[src/rtl/rtc_alarm_pkg.sv]
package rtc_alarm_pkg;
  localparam int REG_W  = 8;
  localparam int ADDR_W = 3;

  typedef struct packed {
    logic [2:0] tens;
    logic [3:0] ones;
  } bcd60_t;

  typedef struct packed {
    logic       pm;
    logic [1:0] tens;
    logic [3:0] ones;
  } bcd12_t;

  typedef struct packed {
    bcd12_t hr;
    bcd60_t mn;
    bcd60_t sc;
  } tod_t;

  typedef enum logic [ADDR_W-1:0] {
    RA_SEC  = 3'd0,
    RA_MIN  = 3'd1,
    RA_HR   = 3'd2,
    RA_CSEC = 3'd3,
    RA_CMIN = 3'd4,
    RA_CHR  = 3'd5,
    RA_CTRL = 3'd6,
    RA_STAT = 3'd7
  } reg_addr_e;

  localparam logic [1:0] MODE_ALARM = 2'b01;

  function automatic bcd60_t step60(input bcd60_t v);
    bcd60_t r;
    if (v.ones == 4'd9) begin
      r.tens = v.tens + 3'd1;
      r.ones = 4'd0;
    end else begin
      r.tens = v.tens;
      r.ones = v.ones + 4'd1;
    end
    return r;
  endfunction

  function automatic logic top60(input bcd60_t v);
    return (v.tens == 3'd5) && (v.ones == 4'd9);
  endfunction
endpackage

[src/rtl/rtc_rst_sync.sv]
module rtc_rst_sync #(
  parameter int STAGES = 2
) (
  input  logic clk,
  input  logic arst_n,
  output logic srst_n
);
  logic [STAGES-1:0] chain_q;

  generate
    if (STAGES == 1) begin : g_one
      always_ff @(posedge clk or negedge arst_n)
        if (!arst_n) chain_q <= '0;
        else         chain_q <= 1'b1;
    end else begin : g_many
      always_ff @(posedge clk or negedge arst_n)
        if (!arst_n) chain_q <= '0;
        else         chain_q <= {chain_q[STAGES-2:0], 1'b1};
    end
  endgenerate

  assign srst_n = chain_q[STAGES-1];
endmodule

[src/rtl/rtc_tod_counter.sv]
module rtc_tod_counter
  import rtc_alarm_pkg::*;
(
  input  logic             clk,
  input  logic             rst_n,
  input  logic             step,
  input  logic             ld_sec,
  input  logic             ld_min,
  input  logic             ld_hr,
  input  logic [REG_W-1:0] ld_data,
  output tod_t             tod_q,
  output tod_t             tod_nx
);
  tod_t tod_d;
  logic sec_top, min_top;

  // advanced value of the current time
  always_comb begin
    sec_top = top60(tod_q.sc);
    min_top = top60(tod_q.mn);
    tod_nx  = tod_q;
    tod_nx.sc = sec_top ? '0 : step60(tod_q.sc);
    if (sec_top) begin
      tod_nx.mn = min_top ? '0 : step60(tod_q.mn);
      if (min_top) begin
        if (tod_q.hr.tens == 2'd1 && tod_q.hr.ones == 4'd2) begin
          tod_nx.hr.tens = 2'd0;
          tod_nx.hr.ones = 4'd1;
        end else if (tod_q.hr.ones == 4'd9) begin
          tod_nx.hr.tens = tod_q.hr.tens + 2'd1;
          tod_nx.hr.ones = 4'd0;
        end else begin
          tod_nx.hr.ones = tod_q.hr.ones + 4'd1;
        end
        if (tod_q.hr.tens == 2'd1 && tod_q.hr.ones == 4'd1)
          tod_nx.hr.pm = ~tod_q.hr.pm;
      end
    end
  end

  // next state: loads override an advance
  always_comb begin
    tod_d = tod_q;
    if (step)   tod_d = tod_nx;
    if (ld_sec) tod_d.sc = bcd60_t'(ld_data[6:0]);
    if (ld_min) tod_d.mn = bcd60_t'(ld_data[6:0]);
    if (ld_hr)  tod_d.hr = bcd12_t'({ld_data[7], ld_data[5:0]});
  end

  always_ff @(posedge clk or negedge rst_n)
    if (!rst_n) tod_q <= '0;
    else        tod_q <= tod_d;

  assert_hold_idle_R4: assert property (@(posedge clk) disable iff (!rst_n)
    (!step && !ld_sec && !ld_min && !ld_hr) |=> $stable(tod_q));

  assert_sec_wrap_R2: assert property (@(posedge clk) disable iff (!rst_n)
    (step && !ld_sec && !ld_min && !ld_hr && tod_q.sc == 7'h59) |=> (tod_q.sc == 7'h00));

  assert_hr_wrap_R3: assert property (@(posedge clk) disable iff (!rst_n)
    (step && !ld_sec && !ld_min && !ld_hr && tod_q.sc == 7'h59 && tod_q.mn == 7'h59
     && tod_q.hr.tens == 2'd1 && tod_q.hr.ones == 4'd2)
    |=> (tod_q.hr.tens == 2'd0 && tod_q.hr.ones == 4'd1 && $stable(tod_q.hr.pm)));
endmodule

[src/rtl/rtc_match_unit.sv]
module rtc_match_unit
  import rtc_alarm_pkg::*;
(
  input  logic       clk,
  input  logic       rst_n,
  input  logic       step,
  input  tod_t       tod_nx,
  input  tod_t       alarm,
  input  logic [2:0] fld_en,
  input  logic [1:0] mode,
  input  logic       out_en,
  input  logic       ack,
  input  logic       sw_clr,
  output logic       irq,
  output logic       cmp_out
);
  logic hit, irq_d, pin_d;
  logic eq_sc, eq_mn, eq_hr;

  always_comb begin
    eq_sc = (tod_nx.sc == alarm.sc) || !fld_en[0];
    eq_mn = (tod_nx.mn == alarm.mn) || !fld_en[1];
    eq_hr = (tod_nx.hr == alarm.hr) || !fld_en[2];
    hit   = step && (mode == MODE_ALARM) && (|fld_en) && eq_sc && eq_mn && eq_hr;
    irq_d = hit ? 1'b1 : ((ack || sw_clr) ? 1'b0 : irq);
    pin_d = (hit && out_en) ? ~cmp_out : cmp_out;
  end

  always_ff @(posedge clk or negedge rst_n)
    if (!rst_n) begin
      irq     <= 1'b0;
      cmp_out <= 1'b0;
    end else begin
      irq     <= irq_d;
      cmp_out <= pin_d;
    end

  assert_irq_sticky_R10: assert property (@(posedge clk) disable iff (!rst_n)
    (irq && !ack && !sw_clr) |=> irq);

  assert_quiet_mode_R8: assert property (@(posedge clk) disable iff (!rst_n)
    (mode != MODE_ALARM) |=> ($stable(cmp_out) && !$rose(irq)));

  assert_update_only_R9: assert property (@(posedge clk) disable iff (!rst_n)
    !step |=> ($stable(cmp_out) && !$rose(irq)));

  assert_no_enable_R7: assert property (@(posedge clk) disable iff (!rst_n)
    (fld_en == 3'b000) |=> ($stable(cmp_out) && !$rose(irq)));
endmodule

[src/rtl/rtc_alarm.sv]
module rtc_alarm
  import rtc_alarm_pkg::*;
#(
  parameter int RST_STAGES = 2
) (
  input  logic              clk,
  input  logic              rst_n,
  input  logic              tick_1hz,
  input  logic              wr_en,
  input  logic [ADDR_W-1:0] addr,
  input  logic [REG_W-1:0]  wdata,
  output logic [REG_W-1:0]  rdata,
  input  logic              irq_ack,
  output logic              irq,
  output logic              cmp_out
);
  logic       srst_n;
  logic       tick_q, tick_d;
  tod_t       alarm_q, alarm_d;
  logic [2:0] en_q, en_d;
  logic [1:0] mode_q, mode_d;
  logic       oen_q, oen_d;
  tod_t       tod_q, tod_nx;
  logic       wr_time, step, sw_clr;
  logic       ld_sec, ld_min, ld_hr;

  rtc_rst_sync #(.STAGES(RST_STAGES)) u_rst (
    .clk(clk), .arst_n(rst_n), .srst_n(srst_n)
  );

  always_comb begin
    ld_sec  = wr_en && (addr == RA_SEC);
    ld_min  = wr_en && (addr == RA_MIN);
    ld_hr   = wr_en && (addr == RA_HR);
    wr_time = ld_sec || ld_min || ld_hr;
    step    = tick_q && !wr_time;
    sw_clr  = wr_en && (addr == RA_STAT) && !wdata[0];
    tick_d  = tick_1hz;
    alarm_d = alarm_q;
    en_d    = en_q;
    mode_d  = mode_q;
    oen_d   = oen_q;
    if (wr_en) begin
      unique case (addr)
        RA_CSEC: alarm_d.sc = bcd60_t'(wdata[6:0]);
        RA_CMIN: alarm_d.mn = bcd60_t'(wdata[6:0]);
        RA_CHR:  alarm_d.hr = bcd12_t'({wdata[7], wdata[5:0]});
        RA_CTRL: begin
          mode_d = wdata[5:4];
          oen_d  = wdata[3];
          en_d   = wdata[2:0];
        end
        default: ;
      endcase
    end
  end

  always_ff @(posedge clk or negedge srst_n)
    if (!srst_n) begin
      tick_q  <= 1'b0;
      alarm_q <= '0;
      en_q    <= '0;
      mode_q  <= '0;
      oen_q   <= 1'b0;
    end else begin
      tick_q  <= tick_d;
      alarm_q <= alarm_d;
      en_q    <= en_d;
      mode_q  <= mode_d;
      oen_q   <= oen_d;
    end

  rtc_tod_counter u_tod (
    .clk(clk), .rst_n(srst_n), .step(step),
    .ld_sec(ld_sec), .ld_min(ld_min), .ld_hr(ld_hr), .ld_data(wdata),
    .tod_q(tod_q), .tod_nx(tod_nx)
  );

  rtc_match_unit u_match (
    .clk(clk), .rst_n(srst_n), .step(step), .tod_nx(tod_nx), .alarm(alarm_q),
    .fld_en(en_q), .mode(mode_q), .out_en(oen_q), .ack(irq_ack), .sw_clr(sw_clr),
    .irq(irq), .cmp_out(cmp_out)
  );

  always_comb begin
    unique case (addr)
      RA_SEC:  rdata = {1'b0, tod_q.sc};
      RA_MIN:  rdata = {1'b0, tod_q.mn};
      RA_HR:   rdata = {tod_q.hr.pm, 1'b0, tod_q.hr.tens, tod_q.hr.ones};
      RA_CSEC: rdata = {1'b0, alarm_q.sc};
      RA_CMIN: rdata = {1'b0, alarm_q.mn};
      RA_CHR:  rdata = {alarm_q.hr.pm, 1'b0, alarm_q.hr.tens, alarm_q.hr.ones};
      RA_CTRL: rdata = {2'b00, mode_q, oen_q, en_q};
      default: rdata = {tick_q, 6'b0, irq};
    endcase
  end

  assert_write_wins_R4: assert property (@(posedge clk) disable iff (!srst_n)
    (ld_sec && tick_q) |=> (tod_q.sc == bcd60_t'($past(wdata[6:0]))));

  assert_busy_then_move_R5: assert property (@(posedge clk) disable iff (!srst_n)
    (!tick_q && !wr_time) |=> $stable(tod_q));
endmodule

[config.mk]
export PLATFORM = sky130hd
export DESIGN_NAME = rtc_alarm
export DESIGN_NICKNAME = d
export VERILOG_FILES = /design/src/rtl/rtc_alarm_pkg.sv /design/src/rtl/rtc_rst_sync.sv /design/src/rtl/rtc_tod_counter.sv /design/src/rtl/rtc_match_unit.sv /design/src/rtl/rtc_alarm.sv
export SDC_FILE = /design/constraint.sdc
export NUM_CORES = 1
export LEC_CHECK = 0
export ABC_CLOCK_PERIOD_IN_PS = 4980
export BUFFER_PORTS_ARGS = -buffer_cell sky130_fd_sc_hd__buf_2
export CORE_ASPECT_RATIO = 2
export CORE_MARGIN = 1.5
export CORE_UTILIZATION = 52
export DETAILED_ROUTE_END_ITERATION = 16
export GPL_TIMING_DRIVEN = 1
export PLACE_DENSITY = 0.7
export SLEW_MARGIN = 20
export SYNTH_ARGS = -nofsm -noshare
export SYNTH_HDL_FRONTEND = slang
export SYNTH_HIERARCHICAL = 1
export SYNTH_SLANG_ARGS = --single-unit
[constraint.sdc]
create_clock -name clk -period 4.98 [get_ports clk]
set_input_delay 0.498 -clock clk [delete_from_list [all_inputs] [get_ports clk]]
set_output_delay 0.498 -clock clk [all_outputs]
set_load 0.01 [all_outputs]
After elaboration in Yosys (flattened, before gate mapping)
Cells that the tools add are included.
Operators by class
  $add $sub $neg: 6
  multiply operators: 0
  div/mod/pow operators: 0
  $lt $le $gt $ge: 0
  equality and inequality tests: 19
  shift-type cells: 0
  muxes and demuxes: 17
  bitwise gates (word level): 2
  reductions and logical operators: 37
Operators by type and width (count)
  $mux 7: 8
  $pmux 8 s7: 1
  $eq 7x7->1: 3
  $mux 21: 1
  $eq 3x3->1 const B: 6
  $logic_and 1x1->1: 16
  $mux 14: 1
  $add 4x1->4 const B: 3
  $eq 4x4->1 const B: 3
  $reduce_and 2->1: 4
  $reduce_bool 2->1: 4
  $add 3x1->3 const B: 2
  $eq 3x2->1 const B: 2
  $logic_or 1x1->1: 6
  $mux 6: 1
  $logic_not 1->1: 5
  $eq 2x1->1 const B: 2
  $eq 4x1->1 const B: 1
  $eq 4x2->1 const B: 1
  $mux 4: 1
  $eq 3x1->1 const B: 1
  $logic_not 3->1: 1
  $mux 1: 3
  $reduce_or 3->1: 1
  other kinds (3): 4
Word-level totals
  register bits after elaboration: 53
  bits in latches: 0
  bits in writable memories: 0
  ROM bits: 0
  word-level logic and storage cells: 102
  memories kept: 0

Longest topological paths before layout
Gate-level depths: netlist of the first run.
  depth after elaboration: 12
  mapped depth: 12

Hierarchy
Netlist of the first run, hierarchy kept.
Modules (own cells, without submodules)
  rtc_tod_counter: times used 1, cells an instance 213, area an instance 1775.5 um^2, seq. area each 525.5 um^2
  rtc_alarm: times used 1, cells an instance 128, area an instance 1562.7 um^2, seq. area each 700.7 um^2
  rtc_match_unit: times used 1, cells an instance 39, area an instance 354.1 um^2, seq. area each 50.0 um^2
  rtc_rst_sync: times used 1, cells an instance 3, area an instance 53.8 um^2, seq. area each 50.0 um^2

Worst setup path before layout of the first run
No wires, ideal clock.
  path kind: input to register
  start: in addr[0]
  end: reg u_tod/tod_q[20] (netlist name)
  arrival time: 2.436 ns
  data required time: 4.898 ns
  path slack: 2.462 ns
  stages: 10
  path buffers: 4
  path through: buf_2 buf_2 buf_2 nand2_1 a31oi_1 clkbuf_1 and3_1 nand4_2 or4_1 a31oi_1
On the way
  longest elaborated chain between the ends: 7
Ends and longest elaborated chain
  from (decl): line rtc_alarm.sv:10  | input logic [ADDR_W-1:0] addr,
  $eq 3x1->1 or $logic_not 3->1 (tied branches): line rtc_alarm.sv:33, rtc_alarm.sv:32
  $logic_and 1x1->1 (on tied branches): line rtc_alarm.sv:33, rtc_alarm.sv:32
  $logic_or 1x1->1: line rtc_alarm.sv:35  | wr_time = ld_sec || ld_min || ld_hr;
  $logic_or 1x1->1 *: line rtc_alarm.sv:35
  $logic_not 1->1 *: line rtc_alarm.sv:36  | step = tick_q && !wr_time;
  $logic_and 1x1->1 *: line rtc_alarm.sv:36
  via step: line rtc_alarm.sv:24  | logic wr_time, step, sw_clr;
  $reduce_bool 2->1 (no line) *
The timed path passes the listed nets; every way through them passes the cells marked *.
A chain may end at the register's enable or synchronous reset.

==> results of run 1 <==
state kept, by name, summed over array words and instances, names as in the netlist:
signal / flops
oen_q: 1
tick_q: 1
u_tod/tod_q: 21
en_q: 3
mode_q: 2
u_rst/chain_q: 2
u_match/cmp_out: 1
u_match/irq: 1
alarm_q: 21
cell usage in the layout, fill, tap and decap left out, types with 2 or more instances in the layout:
master,count
inv_1,12
mux2_4,6
nand2_1,44
dfrtp_1,52
buf_4,5
a21o_1,5
a22oi_1,8
and3_1,4
buf_2,25
or3_1,6
nor2_1,17
o41ai_2,3
nor2b_1,7
and2_1,3
o21ai_0,21
nand2b_1,7
o211ai_1,4
nor3_1,8
nor4_1,4
mux4_2,2
nand3b_1,2
a31oi_1,3
xor2_1,13
nor3b_1,4
a41oi_1,2
xnor2_1,16
a21oi_1,5
o31ai_1,3
clkbuf_16,5
o22ai_1,4
nand3_1,3
mux2_2,32
mux2i_1,11
nand4_1,5
ha_1,9
o221ai_1,3
power breakdown:
part	switching, mW	internal [mW]	total [mW]
logic	0.336	0.302	0.638
registers	0.162	0.534	0.695
clock network	0.163	0.239	0.401
metrics by stage:
| step | worst slack (ps) | utilization | total power, mW |
|---|---|---|---|
| detailed placement | 1880 | 0.563 | 1.32 |
| finish | 1830 | 0.588 | 1.73 |
| floorplan | 2460 | - | 1.15 |
| CTS | 1870 | 0.588 | 1.73 |
| global placement | 2010 | 0.563 | 1.31 |
| global route | 1660 | 0.588 | 1.83 |
timing repair:
action / in CTS / in global routing
hold buffers: 1 / 0
gates resized for setup: 0 / 0
endpoints found under the setup margin: 0 / 0
hold endpoints to repair: 2 / 0
cell families (layout without fill, tap and decap cells):
kind of cell,after synthesis,after routing
and+or+nand+nor,131,131
AOI/OAI and AO/OA,76,76
DFF,53,53
muxes,51,51
buffers and inverters,33,51
xor gates and xnor gates,29,29
adders and majority gates,9,9
other,1,1
area by class of cell:
type                       count  area, µm²  share of cell area
multi-input combinational    297       2260               0.553
sequential                    53       1330               0.325
timing repair buffer          31        173              0.0423
clock buffer                   6        129              0.0316
tap                           90        113              0.0276
inverter                      12       45.0              0.0110
clock inverter                 2       38.8             0.00950
final timing paths:
path | end | from | slack [ps] | cells past startpoint
setup / recovery | u_match/cmp_out$_DFFE_PN0P_ | u_tod/tod_q[1]$_DFFE_PN0P_ | 1830 | 11
hold / removal | tick_q$_DFF_PN0_ | tick_1hz | 310 | 1
setup reg to reg | u_match/cmp_out$_DFFE_PN0P_ | u_tod/tod_q[1]$_DFFE_PN0P_ | 1830 | 11
hold reg to reg | u_rst/chain_q[1]$_DFF_PN0_ | u_rst/chain_q[0]$_DFF_PN0_ | 360 | 0
max in group asynchronous | u_tod/tod_q[19]$_DFFE_PN0P_ | u_rst/chain_q[1]$_DFF_PN0_ | 4160 | 1
min in group asynchronous | u_match/irq$_DFFE_PN0P_ | u_rst/chain_q[1]$_DFF_PN0_ | 370 | 1
per-layer routing:
metal	routed length, µm	share of wire	vias up
li1	-	-	1425
met1	3760	0.35	1564
met2	5730	0.54	142
met3	534	0.050	38
met4	616	0.058	0
met5	0	0	-
==> summary.txt, run 1 <==
STA
  • Worst hold margin: 306 ps
  • Ratio of final minimum period to clock period: 0.634
  • Fin. max-slew vios: 0
  • Worst Skew: 6.67 ps
  • Max Clk Rate: 317 MHz
  • Final setup violation count: 0
  • Slew headroom: 0.562
  • RSZ-0062 raised after global routing: false
  • Tmin final: 3150 ps
  • Final Hold Fails: 0
  • Setup TNS Final: 0 ps
  • Tightest Pin Transition: 657 ps

Critical path
  • CP max stage cell: dfrtp_1
  • CP Class: reg -> reg
  • Crit path DAT: 3340 ps
  • Worst path cell trace: inv_1, ha_1, and3b_2, nand4_4, or3_1, o21ai_0, xnor2_1, nand4_1, o41ai_2, nand4b_1, xnor2_1
  • Max incr delay on CP: roughly 430 ps
  • Worst-path fanout max: 11
  • CP startpoint kind: register
  • CP bufs+invs: 1
  • Critical Path Most Common Cell: xnor2_1
  • Crit path required time: ~5200 ps
  • Delay-heaviest family, CP: simple AND/OR/NAND/NOR gates
  • Crit. End Element: register

Clock network
  • Clock Latency Late Sink: 300 ps
  • Root Driver: clkbuf_16
  • Setup Fix Bufs, Post-CTS: 0
  • Max H-tree Level: 2
  • TritonCTS clock tree: done
  • Clk sinks: 53
  • Clock transition at path regs: 70 ps
  • Num CTS Buffers: 5
  • CTS Buffer Depth: 2

Synth
  • Main synth FF type: dfrtp_1
  • Post-synthesis xor/xnor area fraction: 0.0678
  • Synth unique cells: 71
  • Mapped cell area: 3750 µm²
  • Synth area leaders: dfrtp_1 (35%), mux2_2 (9.6%), nand2_1 (4.4%), xnor2_1 (3.7%), xor2_1 (3.0%)
  • FF+latch count, synth: 53
  • Yosys top cell area share: 0.354
  • Synth Area in Adders: 0.0301
  • Largest family of logic cells by synthesized area: simple AND/OR/NAND/NOR gates
  • Cell with the most instances after synthesis: dfrtp_1
  • Syn Nets: 408
  • Seq/Total Area, Yosys: 0.354
  • Ys Warns: 6
  • Synth Instances: 383
  • Synth Area in Compound Gates: 0.146
  • Post-synth EDFFs: 0
  • Synth Area in Simple Gates: 0.195
  • Mux cell area share after synthesis: 0.162
  • Syn_area_per_cell: 9.78 µm²
  • Largest area contributor in the netlist: dfrtp_1
  • Commonest cells in the netlist: dfrtp_1 (53), nand2_1 (44), mux2_2 (32)
  • Fraction of registers with async set/reset: 1.00

Cells and area
  • Final nets: 425
  • Fillers: between 500 and 600
  • Ratio of cells with drive above 1 in the final layout: 0.239
  • Final non-filler cell total: 491
  • Area delta synth->final: 9.02%
  • Design Area, Final: 4080 µm²
  • Ant diodes: 0

Global routing
  • Grt peak-use layer: met2
  • Largest net degree at the start of global routing: 52
  • GR Util All Layers: 0.288
  • Initial antenna violation count: 0
  • First-pass GRT wire length: 16800 µm
  • Routing usage on met2: 0.521
  • Vias in the first global route: between 3k and 4k
  • Global route overflow: 0
  • Met1 Usage GRT: 0.307
  • Global Route met3 Usage: 0.0464

Power and ir drop
  • Peak supply drop: 296 µV
  • Pleak: roughly 1.8 nW
  • PwrDens: approximately 420 nW/µm²

Flow run
  • Max Cap Violations: 0

Routing
  • Post-DR wirelength/cell: ~22 µm
  • Vias per cell: 6.45
  • Residual DRC: 0
  • DR pass1 iterations: 7
  • Total wire length: 10600 µm
  • DR iter-0 viols: 278
  • Vias: 3169
  • Final antenna-violating net count: 0

Die
  • Starting Density: 0.540
  • Top Ports: 26
  • CORE AREA: 6940 µm²
  • Die Ht: 123 µm
  • Die Wd: 63.0 µm
  • Cell Rows: 43
  • Die area: 7750 µm²

Placement
  • Placed cell area: 3910 µm²
  • Dpl cells: 482
  • GPL Wtd Cong: approximately 0.95
  • DPL Wire Length: 7910 µm
  • Port Buf Inserts: 25

Hold path
  • Hold Crit Class: in -> reg

Outcome
  • Status: finished, final reports clean
Note: power is estimated with default switching activity, not from simulation.
==> inputs of run 2 (changes only) <==
Settings changed: ABC_AREA from default to 1, ABC_CLOCK_PERIOD_IN_PS 4980 to 2980.
Clock period 4.98 ns to 2.98 ns, I/O delays scaled along.
==> run 2 against run 1 <==
Against the previous run: sequential power rose by 60%; synthesized area rose by 3.1%; final area rose by 3.2%; utilization fell by 0.39 points; worst setup slack got worse by 1300 ps; wire length rose by 8.6%; critical endpoint unchanged.
==> summary.txt, run 2 <==
Synth
  • FF+latch count, synth: 53
  • Main synth FF type: dfrtp_1
  • Synth unique cells: 39
  • Largest area contributor in the netlist: dfrtp_1
  • Synth area leaders: dfrtp_1 (34%), nand2_1 (21%), inv_1 (8.4%), nand3_1 (5.8%), nor2_1 (4.6%)
  • Cell with the most instances after synthesis: nand2_1
  • Fraction of registers with async set/reset: 1.00
  • Commonest cells in the netlist: nand2_1 (212), inv_1 (86), dfrtp_1 (53)
  • Syn Nets: around 600
  • Mapped cell area: 3860 µm²
  • Ys Warns: 6
  • Yosys top cell area share: 0.343
  • Seq/Total Area, Yosys: 0.343
  • Syn_area_per_cell: between 6 and 7 µm²
  • Post-synth EDFFs: 0
  • Synth Instances: 579

Critical path
  • End point of the critical path: u_match/cmp_out$_DFFE_PN0P_
  • Reg2reg end: u_match/cmp_out$_DFFE_PN0P_
  • CP startpoint kind: register
  • Max incr delay on CP: approximately 480 ps
  • CP startpoint: u_tod/tod_q[7]$_DFFE_PN0P_
  • Cells on worst reg2reg path: 17
  • Crit path required time: 3180 ps
  • Crit. End Element: register
  • Worst-path fanout max: 8
  • Crit path DAT: between 2000 and 3000 ps
  • Worst R2R Start: u_tod/tod_q[7]$_DFFE_PN0P_
  • CP Class: reg -> reg
  • CP max stage cell: dfrtp_1
  • Worst path cell trace: ha_1, nand3_2, nor2_1, nand2_1, nand2_1, and2_1, nand2_1, nand2_1, nand2_1, nor2_1, nand2_1, nand2_1, nand2_1, inv_1, nand3_1, nand2_1, nand2_1
  • Reg-to-reg setup timing slack: 570 ps
  • Critical Path Most Common Cell: nand2_1

Cells and area
  • Commonest non-fill, non-tap cell in the layout: nand2_1
  • Ratio of cells with drive above 1 in the final layout: 0.120
  • Area delta synth->final: 9.10%
  • Fillers: 694
  • Ant diodes: 0
  • Commonest non-fill, non-tap cells in the layout: nand2_1 (212), inv_1 (86), dfrtp_1 (52), nor2_1 (47), nand3_1 (45)
  • Largest regs: alarm_q (21), u_tod/tod_q (21), en_q (3)
  • Final nets: 630

Clock network
  • Clock transition at path regs: 80 ps
  • Clk sinks: 53
  • Clock Latency Late Sink: 300 ps
  • CTS Buffer Depth: 2
  • Max H-tree Level: 2
  • TritonCTS clock tree: done
  • Root Driver: clkbuf_16
  • Post_cts resized: 0
  • Num CTS Buffers: 5

STA
  • Final setup violation count: 0
  • Slew headroom: 0.485
  • Max Clk Rate: between 400 and 500 MHz
  • Worst Skew: about 9.4 ps
  • Tightest Pin Transition: just under 800 ps
  • Setup TNS Final: 0 ps
  • Ratio of final minimum period to clock period: 0.808
  • Tmin final: 2410 ps
  • Final Hold Fails: 0
  • Fin. max-slew vios: 0
  • Worst Slack Setup Final: 572 ps
  • RSZ-0062 raised after global routing: false

Routing
  • Total wire length: 11600 µm
  • Vias: 3842
  • Vias per cell: approximately 5.5
  • DR iter-0 viols: around 370
  • Post-DR wirelength/cell: 16.5 µm
  • DR pass1 iterations: 5
  • Residual DRC: 0
  • Final antenna-violating net count: 0

Outcome
  • Status: finished, final reports clean

Die
  • CORE AREA: 7210 µm²
  • Starting Density: 0.536
  • Die area: 7990 µm²
  • Die Ht: about 120 µm
  • Cell Rows: 44
  • Top Ports: 26
  • Die Wd: 64.0 µm

Flow run
  • Max Cap Violations: 0

Global routing
  • GR Util All Layers: 0.305
  • First-pass GRT wire length: about 19000 µm
  • Vias in the first global route: 3670
  • Global route overflow: 0
  • Initial antenna violation count: 0
  • Largest net degree at the start of global routing: 34

Power and ir drop
  • Pleak: 2.34 nW
  • Peak supply drop: roughly 320 µV
  • PwrDens: roughly 630 nW/µm²

Placement
  • Port Buf Inserts: 25
  • GPL Wtd Cong: 0.975
  • Dpl ws: ~640 ps
  • DPL Wire Length: roughly 8800 µm

Hold path
  • Hold Crit Class: in -> reg
-- run 2: cell types whose count changed in the layout (fill, tap and decap cells not counted), sizes merged, moves of 5 or more --
| cell | change |
|---|---|
| nand2b | -8 |
| xor2 | -9 |
| nor2b | -7 |
| o211ai | -5 |
| mux2i | -11 |
| xnor2 | -11 |
| nand2 | +173 |
| a22oi | +7 |
| inv | +79 |
| mux2 | -38 |
| nor2 | +36 |
| or3 | -6 |
| nand3 | +45 |
| o21ai | +20 |
-- run 2: worst min path at each step --
stage / slack [ps] / endpoint / cells after the start / start
2_1_floorplan: 2 / u_rst/chain_q[0]$_DFF_PN0_ / 0 / rst_n
3_3_place_gp: 80 / u_rst/chain_q[0]$_DFF_PN0_ / 1 / rst_n
3_5_place_dp: 80 / u_rst/chain_q[0]$_DFF_PN0_ / 1 / rst_n
4_1_cts: 90 / tick_q$_DFF_PN0_ / 1 / tick_1hz
5_1_grt: 80 / tick_q$_DFF_PN0_ / 1 / tick_1hz
6_report: 90 / tick_q$_DFF_PN0_ / 1 / tick_1hz
-- run 2: cells by family after synthesis --
family                   share of synthesized area
AO/OA/AOI/OAI                                0.108
adder cells (fa/ha/maj)                     0.0291
flip-flops                                   0.343
buffers and inverters                        0.111
other                                     0.000971
XOR/XNOR                                    0.0204
AND/OR/NAND/NOR                              0.387
-- run 2: metal layers --
| layer | up-vias | GRT usage | part of all wire |
|---|---|---|---|
| met4 | 0 | 0.191 | 0.051 |
| met1 | 1739 | 0.347 | 0.37 |
| met2 | 177 | 0.526 | 0.52 |
| met5 | - | 0 | 0 |
| met3 | 40 | 0.0370 | 0.061 |
| li1 | 1886 | - | - |
-- run 2: critical path: cells and delay by family (launching register included) --
family	cells	cell delay, ps
adders and majority gates	1	230
buffers and inverters	1	60
DFF	1	480
and+or+nand+nor	15	1530
-- run 2: stage by stage --
| stage | cells | power, mW | area (µm²) | utilization | hold slack (ps) |
|---|---|---|---|---|---|
| after floorplan | 579 | 1.76 | 3860 | - | 2.41 |
| after global placement | 689 | 2.01 | 4050 | 0.562 | 83.1 |
| after detailed placement | 689 | 2.05 | 4050 | 0.562 | 83.7 |
| after CTS | 698 | 2.66 | 4220 | 0.584 | 91.0 |
| after global routing | 698 | 2.86 | 4220 | 0.584 | 83.2 |
| final | 698 | 2.66 | 4220 | 0.584 | 93.3 |
-- run 2: area by class of cell --
| type | count | area, µm² | share of cell area |
|---|---|---|---|
| multi-input combinational | 424 | 2110 | 0.500 |
| clock buffer | 5 | 125 | 0.0297 |
| clock inverter | 3 | 26.3 | 0.00623 |
| inverter | 90 | 340 | 0.0807 |
| sequential | 53 | 1330 | 0.315 |
| tap | 92 | 115 | 0.0273 |
| timing repair buffer | 31 | 173 | 0.0410 |
-- run 2: power breakdown --
group / internal, mW / switching [mW] / leakage (nW)
clock network: 0.318 / 0.292 / 0.0744
logic: 0.361 / 0.579 / 1.59
registers: 0.874 / 0.237 / 0.672
-- run 2: repair_timing --
item                      in CTS  in global routing
hold buffers                   1                  0
hold endpoints to repair       2                  0
setup buffers                  0                  0
